===== src/rtl/alu8_pkg.sv =====
package alu8_pkg;
  typedef enum logic [4:0] {
    OP_AND = 5'd0,  OP_OR  = 5'd1,  OP_XOR = 5'd2,  OP_INC = 5'd3,
    OP_DEC = 5'd4,  OP_ADD = 5'd5,  OP_SUB = 5'd6,  OP_CMP = 5'd7,
    OP_SHL = 5'd8,  OP_SHR = 5'd9,  OP_ROL = 5'd10, OP_ROR = 5'd11,
    OP_BIT = 5'd12, OP_SCF = 5'd13, OP_CCF = 5'd14, OP_COF = 5'd15,
    OP_BZ  = 5'd16, OP_BNZ = 5'd17, OP_BC  = 5'd18, OP_BNC = 5'd19,
    OP_BO  = 5'd20, OP_BNO = 5'd21, OP_BS  = 5'd22, OP_BNS = 5'd23,
    OP_BI  = 5'd24, OP_BNI = 5'd25
  } alu_op_e;

  localparam int FL_Z = 0;
  localparam int FL_C = 1;
  localparam int FL_O = 2;
  localparam int FL_S = 3;
  localparam int FL_I = 4;
  localparam int FL_B = 5;
  localparam logic [7:0] FL_LIVE = 8'h3f;
endpackage


===== src/rtl/alu8_arith.sv =====
module alu8_arith
  import alu8_pkg::*;
#(
  parameter int WIDTH = 8
) (
  input  alu_op_e          op,
  input  logic [WIDTH-1:0] a,
  input  logic [WIDTH-1:0] b,
  output logic [WIDTH-1:0] res,
  output logic             carry,
  output logic             ovf
);
  localparam int MSB = WIDTH - 1;
  localparam logic [WIDTH:0] ONE = (WIDTH+1)'(1);

  logic [WIDTH:0] wide;

  always_comb begin
    wide  = '0;
    carry = 1'b0;
    ovf   = 1'b0;
    case (op)
      OP_AND: wide = {1'b0, a & b};
      OP_OR:  wide = {1'b0, a | b};
      OP_XOR: wide = {1'b0, a ^ b};
      OP_INC: begin
        wide  = {1'b0, a} + ONE;
        carry = wide[WIDTH];
        ovf   = wide[WIDTH];
      end
      OP_DEC: begin
        wide  = {1'b0, a} - ONE;
        carry = wide[WIDTH];
        ovf   = wide[WIDTH];
      end
      OP_ADD: begin
        wide  = {1'b0, a} + {1'b0, b};
        carry = wide[WIDTH];
        ovf   = (a[MSB] == b[MSB]) && (wide[MSB] != a[MSB]);
      end
      OP_SUB, OP_CMP: begin
        wide  = {1'b0, a} - {1'b0, b};
        carry = wide[WIDTH];
        ovf   = (a[MSB] != b[MSB]) && (wide[MSB] != a[MSB]);
      end
      default: wide = '0;
    endcase
  end

  assign res = wide[WIDTH-1:0];
endmodule


===== src/rtl/alu8_shift.sv =====
module alu8_shift
  import alu8_pkg::*;
#(
  parameter int WIDTH = 8,
  localparam int CW = $clog2(WIDTH)
) (
  input  alu_op_e          op,
  input  logic [WIDTH-1:0] a,
  input  logic [CW-1:0]    amt,
  output logic [WIDTH-1:0] res,
  output logic             carry
);
  logic [WIDTH-1:0] shl_v [WIDTH];
  logic [WIDTH-1:0] shr_v [WIDTH];
  logic [WIDTH-1:0] rol_v [WIDTH];
  logic [WIDTH-1:0] ror_v [WIDTH];
  logic             shl_c [WIDTH];
  logic             shr_c [WIDTH];

  for (genvar k = 0; k < WIDTH; k++) begin : g_amt
    if (k == 0) begin : g_zero
      assign shl_v[k] = a;
      assign shr_v[k] = a;
      assign rol_v[k] = a;
      assign ror_v[k] = a;
      assign shl_c[k] = 1'b0;
      assign shr_c[k] = 1'b0;
    end else begin : g_nz
      assign shl_v[k] = a << k;
      assign shr_v[k] = a >> k;
      assign rol_v[k] = (a << k) | (a >> (WIDTH - k));
      assign ror_v[k] = (a >> k) | (a << (WIDTH - k));
      assign shl_c[k] = a[WIDTH-k];
      assign shr_c[k] = a[k-1];
    end
  end

  always_comb begin
    res   = '0;
    carry = 1'b0;
    case (op)
      OP_SHL: begin res = shl_v[amt]; carry = shl_c[amt]; end
      OP_SHR: begin res = shr_v[amt]; carry = shr_c[amt]; end
      OP_ROL: begin res = rol_v[amt]; carry = (amt != '0) && rol_v[amt][0]; end
      OP_ROR: begin res = ror_v[amt]; carry = (amt != '0) && ror_v[amt][WIDTH-1]; end
      default: begin res = '0; carry = 1'b0; end
    endcase
  end
endmodule


===== src/rtl/alu8_cond.sv =====
module alu8_cond (
  input  logic [4:0] op,
  input  logic [7:0] flags,
  output logic       is_branch,
  output logic       skip
);
  logic [2:0] sel;
  logic       invert;
  logic       pass;

  assign sel       = op[3:1];
  assign invert    = op[0];
  assign is_branch = op[4] && (op[3:1] <= 3'd4);
  assign pass      = flags[sel] ^ invert;
  assign skip      = is_branch && !pass;
endmodule


===== src/rtl/alu8_core.sv =====
module alu8_core
  import alu8_pkg::*;
#(
  parameter int WIDTH = 8,
  localparam int CW = $clog2(WIDTH)
) (
  input  logic             clk,
  input  logic             rst_n,
  input  logic             in_valid,
  output logic             in_ready,
  input  logic [4:0]       op_in,
  input  logic [WIDTH-1:0] opa,
  input  logic [WIDTH-1:0] opb,
  input  logic [CW-1:0]    amt,
  input  logic [7:0]       flags_in,
  output logic             out_valid,
  input  logic             out_ready,
  output logic [WIDTH-1:0] result,
  output logic [7:0]       flags_out,
  output logic             wr_en,
  output logic             skip
);
  alu_op_e          op;
  logic [WIDTH-1:0] ar_res, sh_res, nx_res;
  logic             ar_c, ar_v, sh_c;
  logic             br_is, br_skip;
  logic [7:0]       nx_flags;
  logic             nx_wr, nx_skip;
  logic             take;

  assign op = alu_op_e'(op_in);

  alu8_arith #(.WIDTH(WIDTH)) u_arith (
    .op(op), .a(opa), .b(opb), .res(ar_res), .carry(ar_c), .ovf(ar_v)
  );

  alu8_shift #(.WIDTH(WIDTH)) u_shift (
    .op(op), .a(opa), .amt(amt), .res(sh_res), .carry(sh_c)
  );

  alu8_cond u_cond (
    .op(op_in), .flags(flags_in), .is_branch(br_is), .skip(br_skip)
  );

  always_comb begin
    nx_flags = flags_in & FL_LIVE;
    nx_res   = '0;
    nx_wr    = 1'b0;
    nx_skip  = 1'b0;
    case (op)
      OP_AND, OP_OR, OP_XOR: begin
        nx_res         = ar_res;
        nx_wr          = 1'b1;
        nx_flags[FL_Z] = (ar_res == '0);
        nx_flags[FL_S] = ar_res[WIDTH-1];
      end
      OP_INC, OP_DEC, OP_ADD, OP_SUB: begin
        nx_res         = ar_res;
        nx_wr          = 1'b1;
        nx_flags[FL_Z] = (ar_res == '0);
        nx_flags[FL_S] = ar_res[WIDTH-1];
        nx_flags[FL_C] = ar_c;
        nx_flags[FL_O] = ar_v;
      end
      OP_CMP: begin
        nx_flags[FL_Z] = (ar_res == '0);
        nx_flags[FL_S] = ar_res[WIDTH-1];
        nx_flags[FL_C] = ar_c;
        nx_flags[FL_O] = ar_v;
      end
      OP_SHL, OP_SHR, OP_ROL, OP_ROR: begin
        nx_res         = sh_res;
        nx_wr          = 1'b1;
        nx_flags[FL_Z] = (sh_res == '0);
        nx_flags[FL_S] = sh_res[WIDTH-1];
        nx_flags[FL_C] = sh_c;
      end
      OP_BIT: nx_flags[FL_Z] = opa[amt];
      OP_SCF: nx_flags[FL_C] = 1'b1;
      OP_CCF: nx_flags[FL_C] = 1'b0;
      OP_COF: nx_flags[FL_O] = 1'b0;
      default: begin
        if (br_is) begin
          nx_skip        = br_skip;
          nx_flags[FL_B] = br_skip;
        end
      end
    endcase
  end

  assign in_ready = !out_valid || out_ready;
  assign take     = in_valid && in_ready;

  always_ff @(posedge clk or negedge rst_n) begin
    if (!rst_n) begin
      out_valid <= 1'b0;
      result    <= '0;
      flags_out <= '0;
      wr_en     <= 1'b0;
      skip      <= 1'b0;
    end else if (take) begin
      out_valid <= 1'b1;
      result    <= nx_res;
      flags_out <= nx_flags;
      wr_en     <= nx_wr;
      skip      <= nx_skip;
    end else if (out_ready) begin
      out_valid <= 1'b0;
    end
  end
endmodule


===== config.mk =====
export PLATFORM = sky130hd
export DESIGN_NAME = alu8_core
export DESIGN_NICKNAME = d
export VERILOG_FILES = /design/src/rtl/alu8_pkg.sv /design/src/rtl/alu8_arith.sv /design/src/rtl/alu8_shift.sv /design/src/rtl/alu8_cond.sv /design/src/rtl/alu8_core.sv
export SDC_FILE = /design/constraint.sdc
export NUM_CORES = 1
export LEC_CHECK = 0
export ABC_CLOCK_PERIOD_IN_PS = 1800
export BUFFER_PORTS_ARGS = -buffer_cell sky130_fd_sc_hd__buf_4
export CORE_MARGIN = 3
export CORE_UTILIZATION = 59
export DETAILED_ROUTE_END_ITERATION = 10
export GPL_TIMING_DRIVEN = 0
export HOLD_SLACK_MARGIN = 0.15
export MAX_ROUTING_LAYER = met4
export PLACE_DENSITY = 0.86
export RECOVER_POWER = 100
export SETUP_SLACK_MARGIN = 0.02
export SYNTH_ARGS = -nofsm -noshare
export SYNTH_HDL_FRONTEND = slang
export SYNTH_HIERARCHICAL = 1
export SYNTH_SLANG_ARGS = --single-unit

===== constraint.sdc =====
create_clock -name clk -period 1.8 [get_ports clk]
set_clock_uncertainty 0.15 [all_clocks]
set_input_delay 0.18 -clock clk [delete_from_list [all_inputs] [get_ports clk]]
set_output_delay 0.18 -clock clk [all_outputs]
set_load 0.03 [all_outputs]

==> results of run 1 <==
==> worst min-delay path, delay by kind of cell <==
kind                   cells  cell delay (ns)
AO/OA/AOI/OAI              3             0.33
buffers and inverters      1             0.10
==> final cells by class <==
type                       instances  area share
multi-input combinational        403       0.674
timing repair buffer              90       0.146
sequential                        17      0.0876
buffer                            31      0.0374
inverter                          29      0.0273
tap                               72      0.0185
clock buffer                       4     0.00927
==> cell families (layout without fill, tap and decap cells) <==
family,Yosys count,in the layout,share of synthesized area
xor gates and xnor gates,4,4,0.00980
buffers and inverters,65,154,0.0868
and+or+nand+nor,198,198,0.280
DFF,17,17,0.119
AOI/OAI and AO/OA,134,134,0.278
muxes,37,37,0.123
adders and majority gates,28,28,0.102
other,1,2,0.00105
==> metal layers <==
metal / track usage / vias up / wire [µm]
met5: - / - / 0
met4: 0.234 / 0 / 1750
met3: 0.0809 / 237 / 2120
met2: 0.643 / 568 / 6890
met1: 0.459 / 2204 / 5330
li1: - / 1982 / -
==> cell usage after synthesis, types with 7 or more instances <==
master	number
a21oi_1	17
a221oi_1	14
a31oi_1	9
and3_1	9
buf_2	17
clkbuf_1	10
dfrtp_1	17
ha_1	26
inv_1	29
mux2_2	10
mux2i_1	23
nand2_1	49
nand2b_1	8
nand3_1	22
nor2_1	57
nor3_1	8
nor4_1	7
o21ai_0	20
o22ai_1	13
==> power groups by stage <==
stage               combinational (mW)  sequential, mW  clock (mW)
finish                            1.44           0.461       0.307
global route                      1.50           0.468       0.325
CTS                               1.28           0.458       0.292
detailed placement                1.11           0.465           0
global placement                  1.08           0.464           0
floorplan                        0.627           0.566           0
==> sequential cells by signal (all words and copies together) (netlist names) <==
| name | flops |
|---|---|
| flags_out | 6 |
| out_valid | 1 |
| result | 8 |
| skip | 1 |
| wr_en | 1 |
==> worst min path at each step <==
stage | to | slack, ns | depth (start not counted)
after floorplan | flags_out[0] | -0.27 | 0
after global placement | skip | -0.1 | 1
after detailed placement | skip | -0.09 | 1
after CTS | skip | 0.18 | 2
after global routing | flags_out[3] | 0.23 | 4
final | flags_out[3] | 0.22 | 4
==> stage by stage <==
stage | cell area, µm² | TNS (ns)
final | 4860 | -7.77
after global routing | 4860 | -7.87
after CTS | 4730 | -4.96
after detailed placement | 4150 | -11.02
after global placement | 4150 | -10.51
after floorplan | 3660 | -4.13
==> repair_timing <==
action,4_1_cts,5_1_grt
resized for setup,66,36
buffers inserted,20,9
hold buffers,8,0
setup endpoints to repair,12,14
pin swaps,35,32
hold endpoints to repair,23,0
==> flow_summary.toml, run 1 <==
[outcome]
outcome = "finished, violations left"
violations = "design-rule violations, negative setup slack"

[placed_design]
numPortBuffers = 53
dp_cells = 610
place_congestion = 0.967
pre_cts_ws_ns = -1.16
dpl.hpwl_um = 8810

[sta]
fmax_mhz = 357
hold_viol_final = 0
min_period_ns = 2.80
rsz0062_at_grt = "yes"
setup-violations-final = 11
fin_crit_sh = 1.56
maxSlewHeadroom = 0.312
timing.final.ws_setup_ns = -1.00
worst_pin_slew_ns = 1.03
drv_slew = 0
hold_slack_ns = 0.224

[setup_path]
arrival_ns = 2.81
cp_top_family = "simple AND/OR/NAND/NOR gates"
cp_cell_sequence = "buf_12, buf_4, nand3_1, nor4_1, nor2_1, or3_1, a22oi_2, nand4_1, buf_4, a221oi_2, nor2_1"
cp_data_required_time_ns = 1.81
critPathCapture = "result[7]"
slowest_stage = "nor4_1"
endpoint_kind = "flop"
r2r_start = "out_valid"
rrSetupSlack_ns = 0.06
startpoint_type = "input port"
reg2reg_to = "result[1]"
critPathMaxStageDelay_ns = 0.65
path_class = "in2reg"
r2r_cells = 5
path_depth = 11
crit_fanout = 11
crit_path_start = "opa[1]"
crit_buf_inv = 3

[synth]
yosysSeqAreaShare = 0.119
syn_area_um2 = 3580
synth_top_area_cell = "dfrtp_1"
yosys_warnings = 6
synthFlopType = "dfrtp_1"
synth-edff-count = 0
syn_inst = 484
syn_avg_cell_area_um2 = 7.39
synth_top_area_frac = 0.119
synthDistinctLibCells = 67
ys_top_cells_by_area = "dfrtp_1, ha_1, mux2i_1"
synth-seq-cells = 17
synth-async-reset-ratio = 1.00

[power_and_ir_drop]
ir_worst_vdd_v = 0.000396
swShare = 0.479
combPwrFrac = 0.653
p_sw_mw = 1.06
p_int_mw = 1.15
pwr_density_cell_nw_per_um2 = 455
pwr-share-clk = 0.139
p_leak_nw = 2.10
power_frac_seq = 0.208
total_power_mw = 2.21

[final_layout]
multiInputGateArea_um2 = 3270
fin_nets = 639
seq_area_um2 = 425
instances_no_fill = 646
drive_gt1_frac = 0.324
final_common_cell = "buf_4"
antenna_cells = 0
fillers = 325
finish.utilization = 0.856
area_growth_pct = 35.8
layout_common_cells = "buf_4, nor2_1, nand2_1"

[drt]
wirelength_um = 16100
wl_per_cell_um = 24.9
dr.pass1.iters = 11
drtIter0Drc = 1106
viasPerCell = 7.73
drc_errors = 4
antenna_left = 0
num_vias = 4991

[clock_network]
clockRootBuffer = "clkbuf_8"
clock_path_buffers = 2
clock_latency_ns = 0.27
clkTransAtPathRegs_ns = 0.08
htreeDepth = 1
cts_tree = "done"
cts.sinks = 17
cts_buffers = 3

[worst_hold_path]
hp-start = "flags_in[3]"
min_path_type = "in2reg"

[global_route]
grt_pass1_vias = 4472
overflow = 0
antenna_found_initial = 0
grt_pass1_wl_um = 22300
grt_max_degree = 19
grt_usage = 0.399

[floorplan]
die-area_um2 = 7030
chipWidth_um = 83.9
dieHeight_um = 83.9
rows = 27
num_io_pins = 56
core_area_um2 = 5680
start_util = 0.630

[job]
maxCapViolCount = 0
Power figures use the tool's default switching activity.
==> run 2: changes to the inputs <==
Settings changed: CELL_PAD_IN_SITES_DETAIL_PLACEMENT set to 1, CELL_PAD_IN_SITES_GLOBAL_PLACEMENT set to 1, CORE_UTILIZATION 59 to 43.
==> flow_summary.toml, run 2 (synthesized netlist as in run 1, its figures left out) <==
[outcome]
outcome = "finished, violations left"
violations = "negative setup slack"

[sta]
maxSlewHeadroom = 0.280
worst_pin_slew_ns = 1.08
setup-violations-final = 13
fmax_mhz = 366
setup_tns_ns = -7.15
min_period_ns = 2.73
hold_viol_final = 0
timing.final.ws_setup_ns = -0.930
fin_crit_sh = 1.52
rsz0062_at_grt = "yes"
drv_slew = 0

[final_layout]
largest_register_ff_count = 8
fin_nets = 639
reg_top3 = "result: 8 flops, flags_out: 6 flops"
antenna_cells = 0
top_register = "result"
layout_common_cells = "nor2_1, buf_4, nand2_1"
finalInstanceArea_um2 = 4930
drive_gt1_frac = 0.340
area_growth_pct = 37.8

[drt]
dr.pass1.iters = 5
wl_per_cell_um = 27.1
drtIter0Drc = 579
num_vias = 4840
viasPerCell = 7.16
antenna_left = 0
drc_errors = 0
wirelength_um = 18300

[global_route]
overflow = 0
antenna_found_initial = 0
grt_pass1_vias = 4787
grt_max_degree = 19
grt_usage = 0.343
grt_pass1_wl_um = 25900

[setup_path]
arrival_ns = 2.75
path_class = "in2reg"
r2r_cells = 6
endpoint_kind = "flop"
crit_fanout = 13
startpoint_type = "input port"
cp_data_required_time_ns = 1.82

[power_and_ir_drop]
p_sw_mw = 1.06
combPwrFrac = 0.661
pwr_density_cell_nw_per_um2 = 450
swShare = 0.481
p_leak_nw = 2.13
p_int_mw = 1.15
pwr-share-clk = 0.130
total_power_mw = 2.22
ir_worst_vdd_v = 0.000272
power_frac_seq = 0.210

[clock_network]
clkTransAtPathRegs_ns = 0.07
clock_path_buffers = 2
cts.sinks = 17
cts_buffers = 3
clockRootBuffer = "clkbuf_8"
htreeDepth = 1
clock_latency_ns = 0.25
cts_tree = "done"

[floorplan]
rows = 32
num_io_pins = 56
dieHeight_um = 97.2
core_area_um2 = 7890
chipWidth_um = 97.2
die-area_um2 = 9450
start_util = 0.453

[placed_design]
numPortBuffers = 53
pre_cts_ws_ns = -1.27
post_dp_cell_area_um2 = 4180
place_congestion = 0.922
dpl.hpwl_um = 10200

[worst_hold_path]
min_path_type = "in2reg"
holdPathStages = 4

[job]
maxCapViolCount = 0
==> run 2: power by group through the flow <==
stage | combinational, mW | clock (mW) | sequential [mW]
2_1_floorplan | 0.627 | 0 | 0.566
3_3_place_gp | 1.09 | 0 | 0.465
3_5_place_dp | 1.13 | 0 | 0.468
4_1_cts | 1.31 | 0.296 | 0.462
5_1_grt | 1.53 | 0.319 | 0.469
6_report | 1.46 | 0.287 | 0.464
==> run 2: layout make-up <==
class                      count  area [µm²]
clock buffer                   4        45.0
tap                          102         128
fill                         979        2960
buffer                        33         205
multi-input combinational    403        3290
timing repair buffer          88         704
inverter                      29         126
sequential                    17         425
==> run 2: worst max-delay path, stage by stage <==
cell,delay (ns)
buf_12,0.13
inv_4,0.06
ha_4,0.27
buf_6,0.13
nor3_4,0.05
a2111oi_4,0.42
o21bai_2,0.12
a21oi_2,0.20
mux2i_1,0.24
nand4_1,0.25
nor4_1,0.40
nand3_1,0.15
a41oi_2,0.14
==> run 2: through the flow <==
stage,hold slack (ns),utilization,std cells
3_5_place_dp,-0.0974,0.530,640
3_3_place_gp,-0.100,0.530,640
6_report,0.185,0.625,676
4_1_cts,0.176,0.609,673
5_1_grt,0.198,0.625,676
2_1_floorplan,-0.266,-,485
==> run 2: worst paths after layout <==
path                         startpoint            to  slack [ns]
hold reg to reg            flags_out[4]  flags_out[4]        0.34
hold / removal              flags_in[4]  flags_out[4]        0.19
setup reg to reg              out_valid         wr_en       -0.09
min in group asynchronous         rst_n          skip        0.44
setup / recovery                 opa[3]  flags_out[0]       -0.93
max in group asynchronous         rst_n     result[0]        0.48
==> run 2: metal layers <==
layer | share of wire | track usage | routed length, µm | vias to the layer above
li1 | - | - | - | 1972
met1 | 0.36 | 0.399 | 6640 | 2343
met2 | 0.48 | 0.572 | 8720 | 370
met3 | 0.085 | 0.0524 | 1550 | 155
met4 | 0.077 | 0.178 | 1420 | 0
met5 | 0 | - | 0 | -
==> run 2: what timing repair did <==
item,4_1_cts,5_1_grt
cloned,0,0
setup buffers,22,6
hold buffers,8,0
resized for setup,65,47
endpoints found under the hold margin,23,0
endpoints found under the setup margin,12,16
pin swaps,32,18
==> run 3: changes to the inputs <==
Settings changed: ABC_AREA set to 1, BUFFER_PORTS_ARGS -buffer_cell sky130_fd_sc_hd__buf_4 to not set, CORE_UTILIZATION 43 to 44, DONT_BUFFER_PORTS set to 1, PLACE_DENSITY 0.86 to 0.85.
==> flow_summary.toml, run 3 <==
[outcome]
outcome = "finished, violations left"
violations = "negative setup slack"

[final_layout]
top_register = "result"
area_growth_pct = 23.6
drive_gt1_frac = 0.241
finalInstanceArea_um2 = 4820
seq_area_um2 = 427
reg_top3 = "result: 8 flops, flags_out: 6 flops"
largest_register_ff_count = 8
fillers = 1178
multiInputGateArea_um2 = 3330
antenna_cells = 0
instances_no_fill = 859
fin_nets = 819
final_common_cell = "nand2_1"
layout_common_cells = "nand2_1, nand3_1, nor2_1"

[placed_design]
pre_cts_ws_ns = -0.508
dpl.hpwl_um = 11800
place_congestion = 1.01
dp_cells = 820
post_dp_cell_area_um2 = 4070
numPortBuffers = 0

[drt]
drtIter0Drc = 315
antenna_left = 0
viasPerCell = 6.03
drc_errors = 0
num_vias = 5176
wirelength_um = 17800
dr.pass1.iters = 6
wl_per_cell_um = 20.7

[setup_path]
startpoint_type = "input port"
arrival_ns = 1.99
cp_data_required_time_ns = 1.79
crit_fanout = 12
path_class = "in2reg"
endpoint_kind = "flop"

[sta]
hold_slack_ns = 0.164
timing.final.ws_setup_ns = -0.199
maxSlewHeadroom = 0.518
drv_slew = 0
fmax_mhz = 500
setup-violations-final = 6
fin_crit_sh = 1.11
rsz0062_at_grt = "yes"
hold_viol_final = 0
worst_pin_slew_ns = 0.720
min_period_ns = 2.00

[synth]
synth_most_common_cell = "nand2_1"
syn_inst = 714
synth-async-reset-ratio = 1.00
synth_top_area_frac = 0.219
syn_avg_cell_area_um2 = 5.46
synth-seq-cells = 17
synth-edff-count = 0
synth_top_area_cell = "nand2_1"
synthDistinctLibCells = 40
ys_top_cells_by_area = "nand2_1, nand3_1, dfrtp_1"
synthFlopType = "dfrtp_1"
yosysSeqAreaShare = 0.109
yosys_warnings = 6
synth_top_cells_by_count = "nand2_1, nand3_1, nor2_1, inv_1, ha_1"
syn_area_um2 = 3900

[power_and_ir_drop]
total_power_mw = 1.93
pwr_density_cell_nw_per_um2 = 400
p_leak_nw = 2.46
ir_worst_vdd_v = 0.000184

[global_route]
antenna_found_initial = 0
grt_pass1_vias = 5156
grt_usage = 0.323
overflow = 0
grt_max_degree = 19
grt_pass1_wl_um = 25600

[floorplan]
chipWidth_um = 100
core_area_um2 = 8420
rows = 33
dieHeight_um = 100
die-area_um2 = 10000
start_util = 0.463
num_io_pins = 56

[clock_network]
htreeDepth = 1
cts_tree = "done"
cts.sinks = 17
clock_path_buffers = 2
clkTransAtPathRegs_ns = 0.07
clockRootBuffer = "clkbuf_8"
cts_buffers = 3
clock_latency_ns = 0.26

[worst_hold_path]
min_path_type = "in2reg"

[job]
maxCapViolCount = 0
==> run 3: cell count changes after synthesis, sizes merged, moves of 11 or more <==
cell	change
nor2	+35
nand4	+18
nand2	+199
buf	-12
nand3	+87
o22ai	-11
inv	+63
a221oi	-14
mux2i	-23
==> run 3: final cells by class <==
cell class              count  area share
multi-input cells         585       0.691
flip-flops and latches     17      0.0885
inverters                  95      0.0854
repair buffers             35      0.0633
plain buffers              18      0.0345
well taps                 105      0.0273
clock buffers               3     0.00857
clock inverters             1     0.00104
==> run 3: worst paths after layout <==
check	startpoint	endpoint	slack (ns)	cells past startpoint
worst max-delay path	opa[4]	flags_out[0]	-0.20	18
worst min-delay path	op_in[2]	flags_out[3]	0.16	5
worst max register to register	out_valid	flags_out[1]	0.16	6
worst min register to register	result[4]	result[4]	0.55	2
max in group asynchronous	rst_n	out_valid	0.74	1
min in group asynchronous	rst_n	flags_out[4]	0.27	1
==> run 3: logic make-up after synthesis <==
group / Yosys count / share of synthesized area
AND/OR/NAND/NOR: 481 / 0.558
buffers and inverters: 113 / 0.129
AO/OA/AOI/OAI: 72 / 0.105
adder cells (fa/ha/maj): 28 / 0.0937
flip-flops: 17 / 0.109
XOR/XNOR: 2 / 0.00449
other: 1 / 0.000962
==> run 3: through the flow <==
stage          setup TNS [ns]   util
6_report               -0.375  0.572
5_1_grt                 -1.10  0.572
2_1_floorplan         -0.0952      -
4_1_cts               -0.0467  0.527
3_3_place_gp            -2.62  0.483
3_5_place_dp            -3.17  0.483
==> run 3: metal layers <==
layer	track usage	vias to the layer above	wire, µm
li1	-	2380	-
met4	0.119	0	845
met5	-	-	0
met2	0.569	255	8830
met1	0.386	2463	7020
met3	0.0236	78	1090
==> run 3: power breakdown <==
part           internal (mW)  total [mW]  switching (mW)
clock                  0.154       0.285           0.132
combinational          0.416        1.11           0.697
sequential             0.420       0.530           0.111
total                  0.990        1.93           0.939
==> run 3: timing repair <==
action,4_1_cts,5_1_grt
endpoints found under the hold margin,25,0
gates cloned,1,1
endpoints found under the setup margin,8,12
buffers inserted,8,13
pin swaps,12,52
hold buffers,13,0
gates resized for setup,36,73
==> run 3: worst max-delay path, stage by stage <==
cell and delay, ns:
clkinvlp_4 0.10, ha_4 0.30, buf_6 0.13, inv_2 0.06, nand2_2 0.06, nand2_2 0.08, a21oi_4 0.21, nand2_2 0.09
nand2_1 0.09, nand3_2 0.08, nand3_2 0.11, nor2_1 0.05, nand2_1 0.06, nor2_1 0.04, nand2_1 0.05, nand4_1 0.09
nor2_1 0.15, nor2_1 0.06
